--- src/rtl/pls_pkg.sv ---
package pls_pkg;
  localparam int unsigned DEF_WIDTH = 8;
  localparam int unsigned DEF_SYNC  = 2;

  typedef struct packed {
    logic sclk;
    logic sen_n;
    logic load_n;
    logic ser;
  } pls_ctl_t;
endpackage

--- src/rtl/pls_sync.sv ---
module pls_sync #(
  parameter int unsigned W     = 1,
  parameter int unsigned DEPTH = 2
) (
  input  logic         clk,
  input  logic [W-1:0] d,
  output logic [W-1:0] q
);
  logic [W-1:0] chain [DEPTH];

  always_ff @(posedge clk) chain[0] <= d;

  for (genvar i = 1; i < DEPTH; i++) begin : g_stage
    always_ff @(posedge clk) chain[i] <= chain[i-1];
  end

  assign q = chain[DEPTH-1];
endmodule

--- src/rtl/pls_clk_edge.sv ---
module pls_clk_edge (
  input  logic clk,
  input  logic rst,
  input  logic sclk_s,
  input  logic sen_n_s,
  output logic eff,
  output logic eff_q,
  output logic rise
);
  assign eff = sclk_s | sen_n_s;

  // Tracks during reset so no false edge appears on reset release.
  always_ff @(posedge clk) eff_q <= eff;

  assign rise = eff & ~eff_q;

  // enable held high gates the clock pin completely
  a_r4_gated: assert property (@(posedge clk) disable iff (rst)
    (sen_n_s && $past(sen_n_s)) |-> !rise);

  // enable rising while clock is low produces an edge
  a_r5_enable_edge: assert property (@(posedge clk) disable iff (rst)
    (!sclk_s && !$past(sclk_s) && sen_n_s && !$past(sen_n_s)) |-> rise);
endmodule

--- src/rtl/pls_stages.sv ---
module pls_stages #(
  parameter int unsigned W = 8
) (
  input  logic         clk,
  input  logic         rst,
  input  logic         load_n_s,
  input  logic         ser_s,
  input  logic [W-1:0] par_s,
  input  logic         rise,
  output logic [W-1:0] stages
);
  always_ff @(posedge clk) begin
    if (rst)            stages <= '0;
    else if (!load_n_s) stages <= par_s;
    else if (rise)      stages <= {stages[W-2:0], ser_s};
  end

  // reset clears every stage
  a_r1_reset_clear: assert property (@(posedge clk)
    rst |=> (stages == '0));

  // load low copies the parallel word
  a_r2_load_track: assert property (@(posedge clk) disable iff (rst)
    (!load_n_s) |=> (stages == $past(par_s)));

  // a detected edge shifts one place toward the last stage
  a_r3_shift: assert property (@(posedge clk) disable iff (rst)
    (load_n_s && rise) |=> (stages == {$past(stages[W-2:0]), $past(ser_s)}));

  // without an edge the contents hold
  a_r3_hold: assert property (@(posedge clk) disable iff (rst)
    (load_n_s && !rise) |=> $stable(stages));
endmodule

--- src/rtl/pls_shifter.sv ---
module pls_shifter
  import pls_pkg::*;
#(
  parameter int unsigned WIDTH      = DEF_WIDTH,
  parameter int unsigned SYNC_DEPTH = DEF_SYNC
) (
  input  logic             clk,
  input  logic             rst,
  input  logic             sclk_pin,
  input  logic             sen_n_pin,
  input  logic             load_n,
  input  logic             ser_in,
  input  logic [WIDTH-1:0] par_in,
  output logic             ser_out,
  output logic             ser_out_n
);
  localparam int unsigned CTL_W = $bits(pls_ctl_t);

  pls_ctl_t         ctl_raw, ctl_s;
  logic [WIDTH-1:0] par_s;
  logic             eff, eff_q, rise;
  logic [WIDTH-1:0] stages;

  assign ctl_raw = '{sclk: sclk_pin, sen_n: sen_n_pin, load_n: load_n, ser: ser_in};

  pls_sync #(.W(CTL_W), .DEPTH(SYNC_DEPTH)) u_ctl_sync (
    .clk(clk), .d(ctl_raw), .q(ctl_s)
  );

  pls_sync #(.W(WIDTH), .DEPTH(SYNC_DEPTH)) u_par_sync (
    .clk(clk), .d(par_in), .q(par_s)
  );

  pls_clk_edge u_edge (
    .clk(clk), .rst(rst), .sclk_s(ctl_s.sclk), .sen_n_s(ctl_s.sen_n),
    .eff(eff), .eff_q(eff_q), .rise(rise)
  );

  pls_stages #(.W(WIDTH)) u_stages (
    .clk(clk), .rst(rst), .load_n_s(ctl_s.load_n), .ser_s(ctl_s.ser),
    .par_s(par_s), .rise(rise), .stages(stages)
  );

  assign ser_out   = stages[WIDTH-1];
  assign ser_out_n = ~stages[WIDTH-1];

  // releasing load while the effective clock is high does not shift
  a_r6_release_no_shift: assert property (@(posedge clk) disable iff (rst)
    (ctl_s.load_n && !$past(ctl_s.load_n) && $past(eff)) |=> $stable(stages));

  // the two serial outputs differ (checked against the registered stage)
  a_r7_complement: assert property (@(posedge clk) disable iff (rst)
    ser_out_n != stages[WIDTH-1]);
endmodule

--- config.mk ---
export PLATFORM = sky130hd
export DESIGN_NAME = pls_shifter
export DESIGN_NICKNAME = d
export VERILOG_FILES = /design/src/rtl/pls_pkg.sv /design/src/rtl/pls_sync.sv /design/src/rtl/pls_clk_edge.sv /design/src/rtl/pls_stages.sv /design/src/rtl/pls_shifter.sv
export SDC_FILE = /design/constraint.sdc
export NUM_CORES = 1
export LEC_CHECK = 0
export CORE_AREA = 2 2 45 47
export DETAILED_ROUTE_END_ITERATION = 8
export DIE_AREA = 0 0 47 49
export DONT_BUFFER_PORTS = 1
export HOLD_SLACK_MARGIN = 0.15
export PLACE_DENSITY = 0.68
export SYNTH_ARGS = -nofsm -noshare
export SYNTH_HDL_FRONTEND = slang
export SYNTH_SLANG_ARGS = --single-unit
--- constraint.sdc ---
create_clock -name clk -period 2.4 [get_ports clk]
set_input_delay 0.36 -clock clk [delete_from_list [all_inputs] [get_ports clk]]
set_output_delay 0.36 -clock clk [all_outputs]
set_load 0.005 [all_outputs]
* Word-level counts from Yosys, hierarchy flattened *
Memories as Yosys holds them, arrays and structs flattened.
Index checks and enable logic that the tools add are counted.
Widths: inputs -> output; s select.

storage, ports and cells
  bits of input ports = 14
  latch bits = 0
  word-level logic and storage cells = 11
  ROM bits = 0
  output and inout port bits = 2
  RAM bits = 24
  memories = 2
  register bits after elaboration = 9

cells by class
  add/sub/neg operators = 0
  eq/ne operators = 1
  $lt $le $gt $ge = 0
  muxes and demuxes = 2
  div/mod/pow operators = 0
  $mul = 0
  reductions and logical operators = 0
  bitwise logic cells = 4
  shift-type cells = 0

memories
  name              words  bits a word  rd ports  clocked after Yosys merged registers in  write ports  line           RTL
  u_par_sync.chain  2      8            2         0                                        2            pls_sync.sv:9  logic [W-1:0] chain [DEPTH];
  u_ctl_sync.chain  2      4            2         0                                        2            pls_sync.sv:9

operator list
  kind                count
  $mux 8              2
  $ne 2x1->1 const B  1
  $not 1->1           2
  $and 1x1->1         1
  $or 1x1->1          1

* Logic depth before layout (Yosys ltp) *
Gate-level depths: netlist of run 1.

  word-level depth = 4
  depth in mapped cells = 4
  mapped depth without buffers = 3

* By module *
A second synthesis of run 1 with hierarchy kept.

second synthesis, totals
  cell total of the unflattened synthesis = 76
  area, all modules = 979.7 µm²

modules (own cells, without submodules)
  module                  cells an instance  area an instance (µm²)  instances  sequential area each (µm²)
  pls_sync at u_par_sync  24                 380.4                   1          320.3
  pls_stages              36                 369.1                   1          160.2
  pls_sync at u_ctl_sync  12                 190.2                   1          160.2
  pls_clk_edge            3                  36.3                    1          20.0
  pls_shifter             1                  3.8                     1          0.0

* Worst setup path after synthesis of run 1 *
Ideal clock, no wire load.

  path type = register -> register
  start = register u_edge.eff_q
  end = register u_stages.stages[1]
  period minus slack after synthesis = 0.957 ns
  path slack = 1.443 ns
  library setup time = 0.091 ns
  arrival = 0.866 ns
  stages on the path, launching flop included = 5
  required time = 2.309 ns
  buffers on the path = 1
  cell sequence = dfxtp_1 > o21ba_1 > buf_6 > nand2_1 > a311oi_1

between the ends
  longest elaborated chain between the ends = 3

RTL lines
  element                      line                RTL
  from (decl)                  pls_clk_edge.sv:7   output logic eff_q,
  from (signal assigned)       pls_clk_edge.sv:13  always_ff @(posedge clk) eff_q <= eff;
  $not 1->1                    pls_clk_edge.sv:15  assign rise = eff & ~eff_q;
  $and 1x1->1                  pls_clk_edge.sv:15
  $ne 2x1->1 (no source line)  --
  to (signal assigned)         pls_stages.sv:14    else if (!load_n_s) stages <= par_s;
  to (signal assigned)         pls_stages.sv:15    else if (rise) stages <= {stages[W-2:0], ser_s};
  to (decl)                    pls_stages.sv:10    output logic [W-1:0] stages

No other way between the ends.
A chain may end at the register's enable or synchronous reset.

* Worst setup path after layout of run 1 *
  start = register u_edge.eff_q
  end = register u_stages.stages[0]

Same word-level chain as after synthesis.

==> summary by stage, run 1 <==
Power and ir drop
The clock network fraction of total power is between 30% and 40%. The fraction of power spent switching nets is around a fifth. In this run the power density over the cells is about 950 nW/um^2.

The overall power consumption is roughly 1.1 mW. The switching power of the nets is 197.8 uW. The relative contribution of combinational cells to total power is about 3.8%. IR analysis of the VDD net gives a maximum drop of roughly 0.00068 V. The internal portion of the total power is ~850 uW.

The static leakage is 0.4364 nW. In this run, flip-flops and latches consume a little under three fifths of the power.

Yosys
The share of synthesized cell area in and, or, nand and nor gates is a little over a tenth. A synthesized cell averages 12.05 sq um. The adder and majority gate portion of the synthesized area is 0%. The cell count after synthesis came out at 73.

Counting distinct cell types in the post-synthesis netlist gives 12. The mapped netlist covers approximately 900 sq um. The share of the synthesized area in the top cell type is 75.11%.

The portion of synthesized area spent on multiplexers is 0%. The main combinational cell family by area after synthesis is simple AND/OR/NAND/NOR gates. Summing the areas of all xor and xnor instances in the mapped netlist gives 0% of the synthesized area.

For this run, the number of Yosys warnings is 0. The synthesized netlist devotes between 10 and 15% of its cell area to compound gates. The register bit total from synthesis is 33. The most area-hungry cell type in the Yosys netlist is sky130_fd_sc_hd__dfxtp_1. Of the synthesized area, sequential elements account for about three quarters. Sorting the synthesized cells by area gives the leading types as sky130_fd_sc_hd__dfxtp_1 (75%), sky130_fd_sc_hd__a311oi_1 (8.0%), sky130_fd_sc_hd__nand2_1 (6.8%), sky130_fd_sc_hd__nor2_1 (3.4%), sky130_fd_sc_hd__buf_6 (1.3%). Counting every net in the synthesized netlist gives a little under 90.

CTS
The number of levels the H-tree was split into is 2. The root buffer cell chosen for the clock tree is sky130_fd_sc_hd__clkbuf_4. At the later pin of the worst-skew pair, clock insertion delay measures between 300 and 400 ps.

The TritonCTS sink count is 33. The number of buffers inserted during clock tree synthesis is 5. TritonCTS built the clock tree. The total of hold buffers inserted after clock tree synthesis is 13. The number of gates given a new drive strength after cts is 0. The clock passes through at most 2 buffers.

After clock tree synthesis, the clock-pin slew on the worst setup and hold paths is roughly 90 ps. The post-CTS setup-driven buffer insertion count is 0.

Worst setup path
The worst setup path is launched from a flop. Data on the critical path arrives at its endpoint at between 1000 and 1500 ps. The worst endpoint required time is between 2000 and 3000 ps. The number of buffers and inverters on the critical path is 0. The largest stage delay on the critical path is ~370 ps.

For this design, the slowest cell found on the critical path is sky130_fd_sc_hd__o21ba_1. Walking the worst path, the cells encountered are o21ba_1 > nand2_1 > a311oi_1. The kind of cell adding the most delay to the critical path is compound AO/OA/AOI/OAI gates. The kind of end point of the critical path is a flop.

The largest fanout on the critical path is 8. The critical path in this run is classified as reg -> reg.

Detailed routing
The total iterations of the first detailed-routing run is 5. In the routed design, unresolved DRC markers number 0. In this run the remaining antenna-violating nets after routing total 0. The per-cell via count in the routed design is around 4.7. After detailed routing, the total wire length is around 1200 um. The routed layout has between 500 and 600 vias.

In this run, the number of DRC markers left after iteration 0 of detailed routing was 10. After detailed routing, the average wire length per cell comes to approximately 10 um.

GRT
The overall fraction of global-route tracks in use is between 10% and 20%. Global routing finished with a remaining overflow of 0. The initial antenna violation count is 0. The first global-routing pass estimated about 1900 um of wire. The number of global-route vias before repair is 480.

Entering global routing, the biggest net connects 17 pins.

Floorplanning
16 I/O pins were placed. The die covers ~2300 sq um. Row generation in the floorplan step produced 16 rows. The die is between 40 and 50 um tall. The standard cell core area is 1842 sq um. The die is roughly 47 um wide. The initial standard-cell utilization of the core is a little under half.

STA
For the pin with the worst max-slew slack, the measured transition is roughly 500 ps. Clock skew on the completed layout was measured at 6.551 ps. For this run, the top clock speed supported by timing is approximately 0.86 GHz. The number of failing setup endpoints in the final timing report is 0.

Dividing the final minimum period by the clock period gives between 40% and 50%. The relative max-transition margin is 66.39%. The smallest clock period supported by the final layout is computed as 1169 ps.

The number of hold violations in the final report was 0. After routing, the total negative slack on setup checks comes to 0 ps. The max-slew violation count is 0. Setup repair after global routing left no endpoint under its margin.

Placed design
Routability-driven placement finished with a final weighted congestion of approximately 0.67. Summed over all nets, the half-perimeter wirelength after detailed placement is 710.1 um. The count of buffers inserted at the top-level ports is 0.

Final layout
After the last flow step, the layout net total stands at ~100. The fraction of final layout cells sized beyond drive strength 1 is slightly below 9%. The repair_antennas step left the layout with diodes totalling 0. The layout filler cell count is about 150. The area growth from synthesis to layout is 25.18%.

Min path
The tightest min-delay check is of the reg -> reg type.

Status
The run finished with clean final reports.

Job
The max-cap check violation count is 0.
-- layout by cell type, fill, tap and decap left out --
cell type	Yosys	layout
sky130_fd_sc_hd__clkbuf_1	0	1
sky130_fd_sc_hd__or2_1	1	1
sky130_fd_sc_hd__a311oi_1	8	8
sky130_fd_sc_hd__dlygate4sd3_1	0	13
sky130_fd_sc_hd__clkbuf_8	0	1
sky130_fd_sc_hd__inv_1	1	1
sky130_fd_sc_hd__dfxtp_1	33	33
sky130_fd_sc_hd__nor2_1	8	8
sky130_fd_sc_hd__o21bai_2	1	1
sky130_fd_sc_hd__o21ba_1	1	1
sky130_fd_sc_hd__clkbuf_4	1	5
sky130_fd_sc_hd__nand2_1	16	16
sky130_fd_sc_hd__bufinv_16	0	1
-- through the flow --
stage / util (%) / cell area [sq um] / std cells / setup WS (ps) / hold slack, ps
2_1_floorplan: - / 879.6 / 73 / 1443 / 309.6
3_3_place_gp: 48.10 / 885.9 / 96 / 1319 / 310.2
3_5_place_dp: 48.10 / 885.9 / 96 / 1271 / 312.1
4_1_cts: 59.78 / 1101 / 117 / 1249 / 334.0
5_1_grt: 59.78 / 1101 / 117 / 1160 / 328.1
6_report: 59.78 / 1101 / 117 / 1231 / 328.1
-- cell families (layout without fill, tap and decap cells) --
logic type / after synthesis / count (layout)
AOI/OAI and AO/OA: 10 / 10
and+or+nand+nor: 25 / 25
DFF: 33 / 33
buffers and inverters: 5 / 22
-- power by group through the flow --
stage	clock (mW)	combinational [mW]	sequential, mW
floorplan	0	0.0267	0.601
global placement	0	0.0213	0.606
detailed placement	0	0.0219	0.608
CTS	0.430	0.0400	0.595
global route	0.456	0.0442	0.598
finish	0.416	0.0401	0.594
-- registers in the layout, indices dropped and copies added (netlist names) --
signal,cells
u_stages.stages,8
u_par_sync.chain,16
u_edge.eff_q,1
u_ctl_sync.chain,8
-- worst paths after layout --
check,start,end,slack (ps),cells after the start
worst max register to register,u_edge.eff_q,u_stages.stages[0],1230,3
worst min-delay path,u_ctl_sync.chain[0][2],u_ctl_sync.chain[0][6],330,0
worst min register to register,u_ctl_sync.chain[0][2],u_ctl_sync.chain[0][6],330,0
worst max-delay path,u_edge.eff_q,u_stages.stages[0],1230,3
-- layout make-up --
cell class	instances	area (sq um)	share of cell area, %
Clock buffer	7	55.05	5.000
Clock inverter	1	30.03	2.727
Inverter	1	3.754	0.3409
Multi-Input combinational cell	35	187.7	17.05
Sequential cell	33	660.6	60.00
Tap cell	27	33.78	3.068
Timing Repair Buffer	13	130.1	11.82
-- cells in the mapped netlist, drive strengths merged --
master,number
inv,1
or2,1
nand2,16
clkbuf,2
o21bai,1
dfxtp,33
nor2,8
a311oi,8
o21ba,1
buf,2
-- layer usage --
layer	wire [um]	vias up	GRT usage (%)	share of wire (%)
li1	-	272	-	-
met1	526	254	14.35	44
met2	536	19	15.98	45
met3	82	4	9.259	6.9
met4	46	0	9.722	3.9
met5	0	-	0	0
(Power assumes the default switching activity.)
==> run 2, diff against run 1 <==
--- a/config.mk
+++ b/config.mk
@@ -10,7 +10,7 @@
 export DIE_AREA = 0 0 47 49
 export DONT_BUFFER_PORTS = 1
 export HOLD_SLACK_MARGIN = 0.15
-export PLACE_DENSITY = 0.68
+export PLACE_DENSITY = 0.7
 export SYNTH_ARGS = -nofsm -noshare
 export SYNTH_HDL_FRONTEND = slang
 export SYNTH_SLANG_ARGS = --single-unit
==> constraint.sdc (replaced) <==
create_clock -name clk -period 1 [get_ports clk]
set_input_delay 0.15 -clock clk [delete_from_list [all_inputs] [get_ports clk]]
set_output_delay 0.15 -clock clk [all_outputs]
set_load 0.005 [all_outputs]
==> run 2 against run 1 <==
- global-route usage rose by 0.67 points
- maximum frequency increased by 17%
- final area is 2.3% higher
- sequential share of layout area is 1.0 points lower
- core utilization increased by 1.4 points
- via count down 0.18%
- power rose by 120%
- clock-buffer cell count did not move
- worst hold slack better by 2.1 ps
- combinational power rose to 3.1 times the previous value
- cell count increased by 0.85%
==> summary by stage, run 2 (synthesis results as in run 1) <==
CTS
The clock slew at the register clock pins of the worst setup and hold paths is 90 ps (about the same). The insertion delay to the later sink of the worst-skew pair is 330 ps (about the same). The buffer type at the clock tree root is sky130_fd_sc_hd__clkbuf_4. The number of levels the H-tree was split into is 2 (unchanged). The maximum buffer depth of the clock tree is 2 (unchanged).

The TritonCTS sink count is 33 (unchanged). The number of buffers inserted during clock tree synthesis is 5 (unchanged). The clock tree from TritonCTS is yes.

The post-CTS setup-driven buffer insertion count came to 0 (unchanged).

Worst setup path
On the critical path the largest part of the delay comes from compound AO/OA/AOI/OAI gates. The kind of end point of the critical path is a flop. The worst endpoint required time is 1240 ps (-1390 ps). The largest fanout on the critical path is 8 (unchanged).

The highest-delay cell along the critical path is sky130_fd_sc_hd__dfxtp_2. Walking the worst path, the cells encountered are o21bai_4 > buf_6 > nand2_1 > a311oi_1. STA classifies the critical path startpoint as a flop. The number of buffer and inverter stages on the critical path is 1 (+1).

The critical path is of the reg -> reg type. The largest stage delay on the critical path is 350 ps (-20 ps). The arrival time reported for the critical path endpoint is 1240 ps (-160 ps).

Floorplanning
The vertical die dimension is 49 um (unchanged). The area enclosed by the die boundary is 2303 sq um (unchanged). The floorplan row count is 16 (unchanged). The initial standard-cell utilization of the core was 47.76% (unchanged). The I/O pin total is 16 (unchanged). The width of the die came to 47 um (unchanged). The standard cell core area is 1842 sq um (unchanged).

Power and ir drop
The sequential power share is 62.9% (+6.3 points). The relative contribution of combinational cells to total power came to 5.5% (+1.7 points). The largest vdd supply drop is 0.001432 V (+110%). The static leakage was 0.4366 nW (about the same). The power density relative to cell area is 2011 nW/um^2 (+110%).

The switching power of the nets is 465.0 uW (+140%). The internal power consumption came to 1.800 mW (+110%). The fraction of power spent switching nets is 20.53% (+1.7 points).

The clock network fraction of total power is 31.6% (-8.0 points). The overall power consumption came to 2.265 mW (+120%).

STA
The shortest period the worst path allows came to 997.6 ps (-171.8 ps). The worst slack on hold paths is 330.2 ps (+2.117 ps). The clock skew after layout is 7.220 ps (+0.6694 ps).

The pin slew with the least headroom to its limit was 316.6 ps (-186.9 ps). The number of hold violations in the final report is 0 (unchanged). The final clock period utilization by the worst path is 99.76% (+51 points).

The relative max-transition margin came to 78.82% (+12 points). The number of failing setup endpoints in the final timing report is 0 (unchanged). Setup repair after global routing could not meet its margin everywhere.

The max-slew violation count is 0 (unchanged). The maximum frequency from static timing analysis is 1.002 GHz (+17%).

Detailed routing
The total iterations of the first detailed-routing run is 4 (-1). The post-detailed-route wirelength per cell is 10.37 um (+1.8%). The residual DRC count is 0 (unchanged).

The iteration-0 DRC count of the detailed router is 8 (-2). The count of antenna-violating nets left after detailed routing is 0 (unchanged). The overall routed net length is 1224 um (+2.7%). The per-cell via count in the routed design was 4.644 (-1.0%). The via count came to 548 (-0.18%).

Placed design
The count of buffers inserted at the top-level ports is 0 (unchanged). The final weighted congestion of routability-driven global placement is 0.6724 (+0.31%). The half-perimeter wire length of the detailed placement result is 711.5 um (+0.20%). The cell area after placement is 913.4 sq um (+3.1%).

Final layout
The fraction of final layout cells sized beyond drive strength 1 was 15.38% (+6.5 points). The top cell types in the final layout, fill and taps aside, are sky130_fd_sc_hd__dfxtp_1 (30), sky130_fd_sc_hd__nand2_1 (16), sky130_fd_sc_hd__dlygate4sd3_1 (13). The layout filler cell count is 149 (-3.2%).

The design area was 1126 sq um (+2.3%). The post-layout net count was 105 (+1.9%). Relative to the synthesized area, the layout overhead comes to 28.02%.

The register with the most flip-flops is u_par_sync.chain. The diode insertion count for antenna repair is 0 (unchanged). The most frequent standard cell in the layout excluding fill and tap cells is sky130_fd_sc_hd__dfxtp_1.

The flip-flop count of the largest register, all copies and words added is 16 (unchanged). The largest registers in the layout are u_par_sync.chain: 16 flops, u_ctl_sync.chain: 8 flops, u_stages.stages: 8 flops.

GRT
The number of global-route vias before repair came to 507 (+5.6%). The first-pass GRT wire length is 1980 um (+4.4%). The overall fraction of global-route tracks in use is 13.45% (+0.67 points). The total overflow reported by the global router was 0 (unchanged).

The initial antenna violation count is 0 (unchanged). The pin count of the biggest net entering global routing is 17 (unchanged).

Job
The max-cap check violation count is 0 (unchanged).

Status
The flow ran to the end, and the final reports show no timing, DRC or antenna violations.

Min path
The path class of the lowest-slack min-delay path is reg -> reg.
-- run 2: timing repair --
action                                  CTS  global route
endpoints found under the setup margin    8             8
pin swaps                                 2             3
gates resized for setup                   7             1
endpoints found under the hold margin    20             0
hold buffers                             13             0
-- run 2: worst paths after layout --
kind	slack, ps	cells past startpoint	endpoint	from
setup / recovery	2	4	u_stages.stages[3]	u_ctl_sync.chain[0][7]
hold / removal	330	0	u_ctl_sync.chain[0][6]	u_ctl_sync.chain[0][2]
setup reg to reg	2	4	u_stages.stages[3]	u_ctl_sync.chain[0][7]
hold reg to reg	330	0	u_ctl_sync.chain[0][6]	u_ctl_sync.chain[0][2]
-- run 2: cell type report --
class	instances	area, sq um	share of cell area [%]
Inverter	1	3.754	0.3333
Multi-Input combinational cell	35	207.7	18.44
Timing Repair Buffer	15	161.4	14.33
Sequential cell	33	664.4	59.00
Clock buffer	7	55.05	4.889
Tap cell	27	33.78	3.000
-- run 2: layer usage --
metal  wire length [um]  share of wire, %  GRT usage, %  vias to the layer above
li1                   -                 -             -                      276
met4                 41               3.3         15.28                        0
met2                603                49         17.58                       14
met5                  0                 0             0                        -
met3                 49               4.0         7.037                        5
met1                529                43         13.46                      253
-- run 2: power groups by stage --
stage / logic (mW) / clock network [mW] / registers, mW
after floorplan: 0.0640 / 0 / 1.44
after global placement: 0.0705 / 0 / 1.45
after detailed placement: 0.0721 / 0 / 1.45
after CTS: 0.125 / 0.745 / 1.42
after global routing: 0.135 / 0.811 / 1.43
final: 0.125 / 0.716 / 1.42
-- run 2: per-stage QoR --
step / util, % / setup TNS, ps / cells / setup WS, ps
floorplan: - / 0 / 73 / 43.41
global route: 61.14 / -417.0 / 118 / -69.77
global placement: 49.59 / -409.4 / 98 / -67.78
detailed placement: 49.59 / -819.3 / 98 / -136.9
CTS: 61.07 / -1.185 / 118 / -1.185
finish: 61.14 / 0 / 118 / 2.439
==> run 3, diff against run 2 <==
--- a/config.mk
+++ b/config.mk
@@ -5,10 +5,10 @@
 export SDC_FILE = /design/constraint.sdc
 export NUM_CORES = 1
 export LEC_CHECK = 0
-export CORE_AREA = 2 2 45 47
+export BUFFER_PORTS_ARGS = -buffer_cell sky130_fd_sc_hd__buf_2
+export CORE_AREA = 2 2 48 50
 export DETAILED_ROUTE_END_ITERATION = 8
-export DIE_AREA = 0 0 47 49
-export DONT_BUFFER_PORTS = 1
+export DIE_AREA = 0 0 50 52
 export HOLD_SLACK_MARGIN = 0.15
 export PLACE_DENSITY = 0.7
 export SYNTH_ARGS = -nofsm -noshare
==> run 3 against run 2 <==
- the flow now finishes with violations (negative setup slack)
- non-clock buffer count increased by 14
- worst hold slack got worse by 5.8 ps
- maximum frequency decreased by 0.61%
- critical path type unchanged
- largest cell class unchanged
- highest routed layer unchanged
==> summary by stage, run 3 (synthesis results as in run 1) <==
Power and ir drop
The largest vdd supply drop was 0.001185 V (-17%). The relative contribution of combinational cells to total power is 6.9% (+1.4 points). The switching power of the nets is 461.6 uW (-0.73%). The sequential power share is 63.9% (+1.0 points). The static leakage is 0.4867 nW (+11%). The fraction of power spent switching nets was 20.73% (+0.20 points). The overall power consumption is 2.227 mW (-1.7%). The clock network fraction of total power was 29.3% (-2.3 points). The internal power consumption came to 1.765 mW (-1.9%). The power density relative to cell area is 1866 nW/um^2 (-7.2%).

Detailed routing
The overall routed net length is 1309 um (+6.9%). The per-cell via count in the routed design came to 4.403 (-5.2%). The via count is 590 (+7.7%). The count of antenna-violating nets left after detailed routing is 0 (unchanged). The total iterations of the first detailed-routing run came to 4 (unchanged). The residual DRC count was 0 (unchanged).

The post-detailed-route wirelength per cell came to 9.769 um (-5.8%). The iteration-0 DRC count of the detailed router came to 12 (+4).

STA
Setup repair after global routing could not meet its margin everywhere. The pin slew with the least headroom to its limit is 216.6 ps (-99.97 ps). The setup slack of the critical path after layout is -3.687 ps (-6.126 ps).

The maximum frequency from static timing analysis is 0.9963 GHz (-0.61%). The setup TNS after final layout is -3.687 ps (-3.687 ps). The max-slew violation count came to 0 (unchanged). The worst slack on hold paths came to 324.4 ps (-5.797 ps).

The shortest period the worst path allows is 1004 ps (+6.126 ps). The relative max-transition margin is 85.46% (+6.6 points). The final clock period utilization by the worst path came to 100.4% (+0.61 points). The number of hold violations in the final report is 0 (unchanged).

The number of failing setup endpoints in the final timing report is 1 (+1). The clock skew after layout came to 6.793 ps (-0.4269 ps).

GRT
The first-pass GRT wire length was 2076 um (+4.8%). The initial antenna violation count was 0 (unchanged). The total overflow reported by the global router came to 0 (unchanged).

The number of global-route vias before repair is 534 (+5.3%). The pin count of the biggest net entering global routing was 17 (unchanged). The overall fraction of global-route tracks in use is 11.61% (-1.8 points).

Final layout
The area growth from synthesis to layout is 35.70%. The register with the most flip-flops is u_par_sync.chain. The fraction of final layout cells sized beyond drive strength 1 is 26.42% (+11 points). The layout filler cell count is 165 (+11%). The share of the core filled with cells is 56.68% (-4.5 points). The post-layout net count is 119 (+13%).

The diode insertion count for antenna repair is 0 (unchanged). The library cells used most frequently in the layout, excluding fill and tap cells, are sky130_fd_sc_hd__dfxtp_1 (30), sky130_fd_sc_hd__nand2_1 (16), sky130_fd_sc_hd__buf_2 (15). The most frequent standard cell in the layout excluding fill and tap cells is sky130_fd_sc_hd__dfxtp_1. The flip-flop count of the largest register, all copies and words added is 16 (unchanged). In the final layout, the registers with the most flip-flops are u_par_sync.chain: 16 flops, u_ctl_sync.chain: 8 flops, u_stages.stages: 8 flops.

Floorplanning
The vertical die dimension is 52 um (+6.1%). The initial standard-cell utilization of the core is 41.77% (-6.0 points). The standard cell core area is 2106 sq um (+14%). The floorplan row count is 17 (+1). The I/O pin total is 16 (unchanged).

The width of the die is 50 um (+6.4%). The area enclosed by the die boundary is 2600 sq um (+13%).

Status
The run finished, with violations left. The final reports fail on negative setup slack.

Worst setup path
On the critical path the largest part of the delay comes from compound AO/OA/AOI/OAI gates. The worst flop-to-flop path startpoint is u_ctl_sync.chain[0][6]. The highest-delay cell along the critical path is sky130_fd_sc_hd__dfxtp_2. The number of buffer and inverter stages on the critical path was 0 (-1). Tracing the worst setup path back leads to its startpoint at u_ctl_sync.chain[0][6]. The depth of the critical timing path with buffers and inverters included is 3 (-1). STA classifies the critical path startpoint as a flop. The worst endpoint required time came to 1230 ps (about the same). The worst register-to-register path ends at u_stages.stages[3]. The largest fanout on the critical path is 8 (unchanged). The arrival time reported for the critical path endpoint came to 1230 ps (about the same).

The reg-to-reg setup timing slack is -4 ps (about the same). The end point of the critical path is u_stages.stages[3]. The setup path with the least slack is of type reg -> reg.

The kind of end point of the critical path is a flop. The number of cells on the worst reg-to-reg path is 3 (-1). Walking the worst path, the cells encountered are o21bai_4 > nand2_1 > a311oi_2.

The largest stage delay on the critical path is 350 ps (about the same).

CTS
The insertion delay to the later sink of the worst-skew pair is 310 ps (-20 ps). The number of levels the H-tree was split into came to 2 (unchanged). The clock slew at the register clock pins of the worst setup and hold paths is 90 ps (about the same). The tree is rooted in a sky130_fd_sc_hd__clkbuf_4.

The number of buffers inserted during clock tree synthesis is 5 (unchanged). The TritonCTS sink count is 33 (unchanged). TritonCTS built the clock tree.

The maximum buffer depth of the clock tree is 2 (unchanged).

Placed design
The worst-case setup slack after placement is -131.9 ps (+5.002 ps). The count of buffers inserted at the top-level ports is 15 (+15). The final weighted congestion of routability-driven global placement came to 0.7289 (+8.4%). The half-perimeter wire length of the detailed placement result is 829.3 um (+17%).

Min path
The path class of the lowest-slack min-delay path is reg -> reg. The startpoint identified for the worst hold timing path is u_ctl_sync.chain[0][3]. The number of cells on the worst hold path is 0 (unchanged).

Job
The max-cap check violation count is 0 (unchanged).
==> run 3: cell types whose count changed in the layout (fill, tap and decap cells not counted), sizes merged <==
cell    change
buf        +14
clkbuf      +1
==> run 3: power groups by stage <==
stage / Combinational, mW / Clock, mW / Sequential [mW]
4_1_cts: 0.150 / 0.697 / 1.42
2_1_floorplan: 0.0640 / 0 / 1.44
3_5_place_dp: 0.103 / 0 / 1.45
6_report: 0.153 / 0.652 / 1.42
3_3_place_gp: 0.0979 / 0 / 1.45
5_1_grt: 0.169 / 0.739 / 1.43
==> run 3: stage by stage <==
step                      std cells  cell area, sq um
after floorplan                  73             879.6
after CTS                       134              1185
after detailed placement        113             982.2
after global placement          113             982.2
after global routing            134              1194
final                           134              1194
==> run 3: how the worst min path moves through the flow <==
stage                     slack, ps                 endpoint
after floorplan                 180   u_ctl_sync.chain[0][0]
after global placement          250   u_ctl_sync.chain[0][0]
after CTS                       330   u_ctl_sync.chain[0][7]
after global routing            340  u_par_sync.chain[0][12]
after detailed placement        250   u_ctl_sync.chain[0][0]
final                           320   u_ctl_sync.chain[0][7]
==> run 3: repair_timing <==
item | CTS | global route
endpoints found under the hold margin | 20 | 0
pin swaps | 4 | 2
hold buffers | 13 | 0
setup buffers | 0 | 0
setup endpoints to repair | 9 | 9
resized for setup | 7 | 2
==> run 3: metal layers <==
metal	wire length (um)	global-route usage, %	vias up
li1	-	-	304
met1	527	11.13	257
met2	648	18.42	23
met3	92	6.897	6
met4	40	8.333	0
met5	0	0	-
==> run 3: cell type report <==
type	instances	area, sq um	share of cell area, %
sequential	33	666.9	55.87
clock buffer	8	48.80	4.088
inverter	1	3.754	0.3145
tap	28	35.03	2.935
timing repair buffer	29	225.2	18.87
multi-input combinational	35	214.0	17.92
